===== config.mk =====
export PLATFORM = sky130hd
export DESIGN_NAME = cal_cycle_seq
export DESIGN_NICKNAME = d
export VERILOG_FILES = /design/src/rtl/cal_seq_pkg.sv /design/src/rtl/calseq_edge.sv /design/src/rtl/calseq_timer.sv /design/src/rtl/calseq_tally.sv /design/src/rtl/calseq_hold.sv /design/src/rtl/cal_cycle_seq.sv
export SDC_FILE = /design/constraint.sdc
export NUM_CORES = 1
export LEC_CHECK = 0
export ABC_AREA = 1
export ABC_CLOCK_PERIOD_IN_PS = 1300
export BUFFER_PORTS_ARGS = -buffer_cell sky130_fd_sc_hd__buf_2
export CAP_MARGIN = 30
export CORE_MARGIN = 1.5
export CORE_UTILIZATION = 37
export CTS_BUF_LIST = sky130_fd_sc_hd__clkbuf_8
export DETAILED_ROUTE_END_ITERATION = 7
export GPL_TIMING_DRIVEN = 0
export PLACE_DENSITY = 0.69
export SYNTH_ARGS = -nofsm -noshare
export SYNTH_HDL_FRONTEND = slang
export SYNTH_SLANG_ARGS = --single-unit

===== constraint.sdc =====
create_clock -name clk_i -period 1.3 [get_ports clk_i]
set_input_delay 0.13 -clock clk_i [delete_from_list [all_inputs] [get_ports clk_i]]
set_output_delay 0.13 -clock clk_i [all_outputs]
set_load 0.01 [all_outputs]

===== src/rtl/cal_seq_pkg.sv =====
package cal_seq_pkg;

    typedef enum logic {
        SEQ_IDLE = 1'b0,
        SEQ_RUN  = 1'b1
    } seq_run_e;

endpackage


===== src/rtl/calseq_edge.sv =====
module calseq_edge (
    input  logic clk_i,
    input  logic rst_ni,
    input  logic strobe_ni,
    output logic fall_o
);

    typedef struct packed {
        logic level;
    } edge_state_t;

    edge_state_t s_d, s_q;

    // Reset value low: a strobe already low at reset release is not an edge.
    always_comb begin
        s_d       = s_q;
        s_d.level = strobe_ni;
        fall_o    = s_q.level & ~strobe_ni;
    end

    always_ff @(posedge clk_i or negedge rst_ni) begin
        if (!rst_ni) s_q <= '0;
        else         s_q <= s_d;
    end

endmodule


===== src/rtl/calseq_timer.sv =====
module calseq_timer
    import cal_seq_pkg::*;
#(
    parameter int CYC_LEN    = 7,
    parameter int FINE_START = 1,
    parameter int FINE_LEN   = 4,
    localparam int PH_W      = (CYC_LEN > 1) ? $clog2(CYC_LEN) : 1
) (
    input  logic            clk_i,
    input  logic            rst_ni,
    input  logic            fall_i,
    output logic            busy_o,
    output logic            fine_o,
    output logic            end_o,
    output logic [PH_W-1:0] phase_o
);

    localparam logic [PH_W-1:0] PH_LAST  = PH_W'(CYC_LEN - 1);
    localparam logic [PH_W-1:0] PH_FINE0 = PH_W'(FINE_START);
    localparam logic [PH_W-1:0] PH_FINE1 = PH_W'(FINE_START + FINE_LEN - 1);

    typedef struct packed {
        seq_run_e        st;
        logic [PH_W-1:0] phase;
    } timer_state_t;

    timer_state_t s_d, s_q;

    always_comb begin
        s_d   = s_q;
        end_o = 1'b0;
        unique case (s_q.st)
            SEQ_IDLE: begin
                if (fall_i) begin
                    s_d.st    = SEQ_RUN;
                    s_d.phase = '0;
                end
            end
            SEQ_RUN: begin
                if (s_q.phase == PH_LAST) begin
                    end_o     = 1'b1;
                    s_d.st    = SEQ_IDLE;
                    s_d.phase = '0;
                end else begin
                    s_d.phase = s_q.phase + PH_W'(1);
                end
            end
            default: s_d = '0;
        endcase
    end

    always_ff @(posedge clk_i or negedge rst_ni) begin
        if (!rst_ni) s_q <= '0;
        else         s_q <= s_d;
    end

    assign busy_o  = (s_q.st == SEQ_RUN);
    assign phase_o = s_q.phase;
    assign fine_o  = busy_o && (s_q.phase >= PH_FINE0) && (s_q.phase <= PH_FINE1);

    a_r2_start_from_idle: assert property (@(posedge clk_i) disable iff (!rst_ni)
        (fall_i && !busy_o) |=> (busy_o && phase_o == '0));

    a_r3_phase_steps: assert property (@(posedge clk_i) disable iff (!rst_ni)
        (busy_o && phase_o != PH_LAST) |=> (busy_o && phase_o == $past(phase_o) + PH_W'(1)));

    a_r3_cycle_ends: assert property (@(posedge clk_i) disable iff (!rst_ni)
        (busy_o && phase_o == PH_LAST) |=> (!busy_o && phase_o == '0));

    a_r6_no_restart: assert property (@(posedge clk_i) disable iff (!rst_ni)
        (busy_o && fall_i && phase_o != PH_LAST) |=> (phase_o != '0));

endmodule


===== src/rtl/calseq_tally.sv =====
module calseq_tally #(
    parameter int UNITS_PER_PROC = 7,
    parameter int PROC_MAX       = 80,
    localparam int UNIT_W        = (UNITS_PER_PROC > 1) ? $clog2(UNITS_PER_PROC) : 1,
    localparam int PC_W          = $clog2(PROC_MAX + 1)
) (
    input  logic            clk_i,
    input  logic            rst_ni,
    input  logic            end_i,
    output logic            done_o,
    output logic            complete_o,
    output logic [PC_W-1:0] count_o
);

    localparam logic [UNIT_W-1:0] UNIT_LAST = UNIT_W'(UNITS_PER_PROC - 1);
    localparam logic [PC_W-1:0]   PC_TOP    = PC_W'(PROC_MAX);

    typedef struct packed {
        logic [UNIT_W-1:0] units;
        logic [PC_W-1:0]   procs;
        logic              done;
    } tally_state_t;

    tally_state_t s_d, s_q;

    always_comb begin
        s_d      = s_q;
        s_d.done = 1'b0;
        if (end_i) begin
            if (s_q.units == UNIT_LAST) begin
                s_d.units = '0;
                s_d.done  = 1'b1;
                if (s_q.procs != PC_TOP) s_d.procs = s_q.procs + PC_W'(1);
            end else begin
                s_d.units = s_q.units + UNIT_W'(1);
            end
        end
    end

    always_ff @(posedge clk_i or negedge rst_ni) begin
        if (!rst_ni) s_q <= '0;
        else         s_q <= s_d;
    end

    assign done_o     = s_q.done;
    assign count_o    = s_q.procs;
    assign complete_o = (s_q.procs == PC_TOP);

    a_r7_done_one_clock: assert property (@(posedge clk_i) disable iff (!rst_ni)
        done_o |=> !done_o);

    a_r7_done_after_end: assert property (@(posedge clk_i) disable iff (!rst_ni)
        $rose(done_o) |-> $past(end_i));

    a_r8_no_overflow: assert property (@(posedge clk_i) disable iff (!rst_ni)
        (count_o == PC_TOP) |=> (count_o == PC_TOP));

    a_r8_step_on_done: assert property (@(posedge clk_i) disable iff (!rst_ni)
        ($rose(done_o) && $past(count_o) != PC_TOP) |-> (count_o == $past(count_o) + PC_W'(1)));

endmodule


===== src/rtl/calseq_hold.sv =====
module calseq_hold #(
    parameter int DATA_W = 10,
    parameter int LO_W   = 5
) (
    input  logic              clk_i,
    input  logic              rst_ni,
    input  logic              freeze_i,
    input  logic [DATA_W-1:0] sample_i,
    output logic [DATA_W-1:0] sample_o
);

    typedef struct packed {
        logic [DATA_W-LO_W-1:0] hi;
        logic [LO_W-1:0]        lo;
    } hold_state_t;

    hold_state_t s_d, s_q;

    always_comb begin
        s_d    = s_q;
        s_d.hi = sample_i[DATA_W-1:LO_W];
        if (!freeze_i) s_d.lo = sample_i[LO_W-1:0];
    end

    always_ff @(posedge clk_i or negedge rst_ni) begin
        if (!rst_ni) s_q <= '0;
        else         s_q <= s_d;
    end

    assign sample_o = {s_q.hi, s_q.lo};

    a_r5_low_frozen: assert property (@(posedge clk_i) disable iff (!rst_ni)
        freeze_i |=> $stable(sample_o[LO_W-1:0]));

    a_r5_high_tracks: assert property (@(posedge clk_i) disable iff (!rst_ni)
        1'b1 |=> (sample_o[DATA_W-1:LO_W] == $past(sample_i[DATA_W-1:LO_W])));

endmodule


===== src/rtl/cal_cycle_seq.sv =====
module cal_cycle_seq
    import cal_seq_pkg::*;
#(
    parameter int DATA_W         = 10,
    parameter int LO_W           = 5,
    parameter int CYC_LEN        = 7,
    parameter int FINE_START     = 1,
    parameter int FINE_LEN       = 4,
    parameter int UNITS_PER_PROC = 7,
    parameter int PROC_MAX       = 80,
    localparam int PH_W          = (CYC_LEN > 1) ? $clog2(CYC_LEN) : 1,
    localparam int PC_W          = $clog2(PROC_MAX + 1)
) (
    input  logic              clk_i,
    input  logic              rst_ni,
    input  logic              cal_pulse_ni,
    input  logic [DATA_W-1:0] sample_i,
    output logic              cal_busy_o,
    output logic              fine_busy_o,
    output logic [PH_W-1:0]   phase_o,
    output logic              proc_done_o,
    output logic [PC_W-1:0]   proc_count_o,
    output logic              cal_complete_o,
    output logic [DATA_W-1:0] sample_o
);

    logic fall;
    logic cyc_end;

    calseq_edge u_edge (
        .clk_i     (clk_i),
        .rst_ni    (rst_ni),
        .strobe_ni (cal_pulse_ni),
        .fall_o    (fall)
    );

    calseq_timer #(
        .CYC_LEN    (CYC_LEN),
        .FINE_START (FINE_START),
        .FINE_LEN   (FINE_LEN)
    ) u_timer (
        .clk_i   (clk_i),
        .rst_ni  (rst_ni),
        .fall_i  (fall),
        .busy_o  (cal_busy_o),
        .fine_o  (fine_busy_o),
        .end_o   (cyc_end),
        .phase_o (phase_o)
    );

    calseq_tally #(
        .UNITS_PER_PROC (UNITS_PER_PROC),
        .PROC_MAX       (PROC_MAX)
    ) u_tally (
        .clk_i      (clk_i),
        .rst_ni     (rst_ni),
        .end_i      (cyc_end),
        .done_o     (proc_done_o),
        .complete_o (cal_complete_o),
        .count_o    (proc_count_o)
    );

    calseq_hold #(
        .DATA_W (DATA_W),
        .LO_W   (LO_W)
    ) u_hold (
        .clk_i    (clk_i),
        .rst_ni   (rst_ni),
        .freeze_i (fine_busy_o),
        .sample_i (sample_i),
        .sample_o (sample_o)
    );

    a_r4_fine_inside_cycle: assert property (@(posedge clk_i) disable iff (!rst_ni)
        fine_busy_o |-> cal_busy_o);

    a_r4_fine_bounds: assert property (@(posedge clk_i) disable iff (!rst_ni)
        (cal_busy_o && (phase_o == '0 || phase_o > PH_W'(FINE_START + FINE_LEN - 1))) |-> !fine_busy_o);

endmodule


==> flow_metrics.tcl <==
set metrics [dict create \
    grt_pass1_wl_mm 3.98 \
    synth_top_area_share_pct 50.7 \
    required_ps 1170 \
    synth-main-ff-cell "dfrtp_1" \
    worstSetupEndpointType "primary output" \
    seq_area_frac_synth_pct 50.7 \
    syn_avg_cell_area_um2 8.34 \
    synth_common_cells "nand2_1 (60), dfrtp_1 (26), nand3_1 (16), inv_1 (14), nor2_1 (8)" \
    yosysUniqueCellTypes 20 \
    status "complete, but fails checks" \
    ys_warn_count 0 \
    cp_max_fo 5 \
    grt_overflow_total 0 \
    n_fill_cell 309 \
    min_from "sample_i[2]" \
    htree_num_levels 1 \
    slowest_delay_ps 440 \
    area_growth_pct 41.1 \
    rr_worst_depth 8 \
    cts_buffer_depth 2 \
    drtPass1Iterations 4 \
    r2r-start "u_tally.count_o[5]" \
    grt_max_degree 27 \
    io_pins 37 \
    cp_top_family "flip-flops" \
    drive_gt1_share_pct 39.2 \
    place_ws_ps -98.2 \
    fin_crit_sh_pct 104 \
    tightest_slew_ps 565 \
    dr.first_iter.drc_count 40 \
    synth_edf_count 0 \
    diodes 0 \
    synth_fp_nets 169 \
    dieHeight_um 61.9 \
    cts-root-buf "clkbuf_8" \
    place.port_buffers 36 \
    ys_ff_latch 26 \
    path_buf_inv 2 \
    maxSlewHeadroom_pct 62.4 \
    fmax_mhz 740 \
    synth_top_cells_by_area "dfrtp_1 (51%), nand2_1 (18%), nand3_1 (6.2%), buf_4 (4.1%), inv_1 (4.1%)" \
    grt_setup_unrepaired "yes" \
    antenna_found_initial 0 \
    vias 1168 \
    period_needed_ps 1350 \
    cts_buffers 3 \
    whs_endpoint "u_hold.sample_o[2]" \
    wl_met1_mm 1.22 \
    worst_skew_pair.late_latency_ps 260 \
    cellPowerDensity_nw_per_um2 1610 \
    r2r-end "u_tally.count_o[5]" \
    avgRoutedWirePerCell_um 10.4 \
    rrSetupSlack_ps -10 \
    drv_cap 0 \
    power_w 0.00291 \
    top_layer_used "met4" \
    nets 228 \
    grt_pass1_vias 944 \
    min-delay-path-class "input pin to register" \
    hold_viol_final 0 \
    crit_arrival_ps 1220 \
    irDropWorstVdd_mv 0.967 \
    drv_slew 0 \
    violations "negative setup slack" \
    synth_top_area_cell "dfrtp_1" \
    layout_setup_ws_ps -51.9 \
    path_cells "inv_1, nand3_1, nor2_4, buf_6" \
    drc 0 \
    layout.core_utilization_pct 54.3 \
    dp_hpwl_mm 1.77 \
    met2_length_mm 1.32 \
    ant_nets 0 \
    fp.dieW_um 61.9 \
    cp_slowest_cell "dfrtp_1" \
    fin_worst_skew_ps 7.69 \
    holdPathStages 3 \
    wl_met3_um 124 \
    routabilityCongestion 0.840 \
    synth.most_common_cell "nand2_1" \
    route.final.wire_length_mm 2.69 \
    syn-cell-area_um2 1280 \
    cp.depth 4 \
    initial_core_util_pct 38.5 \
    core-area_um2 3340 \
    start_kind "register" \
    async_reset_ff_share_pct 100 \
    row_count 21 \
    grt_use_total_pct 14.1 \
    crit_type "register to primary output" \
    p_leak_nw 0.990 \
    synthCells 154 \
    clock-sinks 26 \
    cts_tree "yes" \
    die_area_um2 3830 \
    viasPerCell 4.53 \
    finalSetupViolCount 2 \
    clk_pin_slew_ps 90 \
]
==> metal layers <==
metal,track usage (%),up-vias
met4,4.56,0
met3,2.48,4
met2,23.5,27
li1,-,603
met5,0,-
met1,18.9,534
==> per-stage QoR <==
stage	instances	setup TNS, ps	hold slack (ps)	cell area [um^2]
6_report	258	-60.7	60.0	1810
5_1_grt	258	-463	56.8	1810
4_1_cts	256	-197	55.2	1740
3_5_place_dp	236	-609	165	1520
3_3_place_gp	236	-517	162	1520
2_1_floorplan	154	0	-166	1280
==> cell usage in the layout, fill, tap and decap left out, types with 2 or more instances in the layout <==
| cell | Yosys | layout |
|---|---|---|
| buf_4 | 7 | 19 |
| o22ai_1 | 2 | 2 |
| inv_2 | 1 | 5 |
| clkbuf_8 | 0 | 4 |
| buf_2 | 1 | 34 |
| nand2_1 | 60 | 58 |
| o21ai_0 | 7 | 7 |
| dfrtp_1 | 26 | 21 |
| dfrtp_2 | 0 | 5 |
| nor2_1 | 8 | 4 |
| nor2_4 | 0 | 3 |
| nand3_1 | 16 | 16 |
| buf_6 | 0 | 2 |
| dlygate4sd3_1 | 0 | 7 |
| inv_1 | 14 | 10 |
| nand2_2 | 0 | 2 |
==> power by group <==
group,internal (W),leakage (nW),switching [W],total [W]
clock network,0.000270,0.0288,0.000231,0.000501
registers,0.00101,0.321,0.000197,0.00121
logic,0.000542,0.640,0.000656,0.00120
total,0.00183,0.990,0.00108,0.00291
==> timing repair <==
| action | 4_1_cts | 5_1_grt |
|---|---|---|
| hold buffers | 7 | 0 |
| pin swaps | 1 | 2 |
| buffers inserted | 10 | 2 |
| endpoints found under the setup margin | 9 | 9 |
| endpoints found under the hold margin | 32 | 0 |
| resized for setup | 10 | 15 |
==> area by class of cell <==
cell class / instances / area [um^2] / area share, %
flip-flops and latches: 26 / 657 / 36.3
multi-input cells: 105 / 581 / 32.0
repair buffers: 55 / 353 / 19.5
well taps: 46 / 57.6 / 3.18
inverters: 15 / 56.3 / 3.11
clock buffers: 4 / 55.1 / 3.04
plain buffers: 7 / 52.6 / 2.90
==> cells by family (layout without fill, tap and decap cells) <==
family | count (synthesis) | count (layout) | synth area share (%)
XOR/XNOR | 1 | 1 | 0.682
AO/OA/AOI/OAI | 10 | 10 | 4.09
flip-flops | 26 | 26 | 50.7
AND/OR/NAND/NOR | 92 | 92 | 33.7
adder cells (fa/ha/maj) | 2 | 2 | 1.95
buffers and inverters | 23 | 81 | 8.87
==> worst max-delay path by stage <==
stage | startpoint | endpoint
4_1_cts | u_tally.count_o[1] | cal_complete_o
3_3_place_gp | u_tally.count_o[0] | u_tally.count_o[5]
2_1_floorplan | u_tally.count_o[0] | u_tally.count_o[6]
3_5_place_dp | u_tally.count_o[0] | u_tally.count_o[5]
5_1_grt | u_tally.count_o[5] | cal_complete_o
6_report | u_tally.count_o[5] | cal_complete_o
==> registers in the layout (all words and copies together) (netlist names) <==
register,flops
u_tally.s_q,3
u_hold.sample_o,10
u_edge.s_q,1
u_tally.count_o,7
u_tally.done_o,1
u_timer.busy_o,1
u_timer.phase_o,3
==> worst register-to-register path, cell delays in order (launching register included) <==
cell and delay (ps):
dfrtp_1 440, inv_1 140, nand3_1 140, nor2_4 140, buf_4 110, buf_4 100
nor2_4 40, nand2_1 60, nand2_1 50
Power figures use the tool's default switching activity.
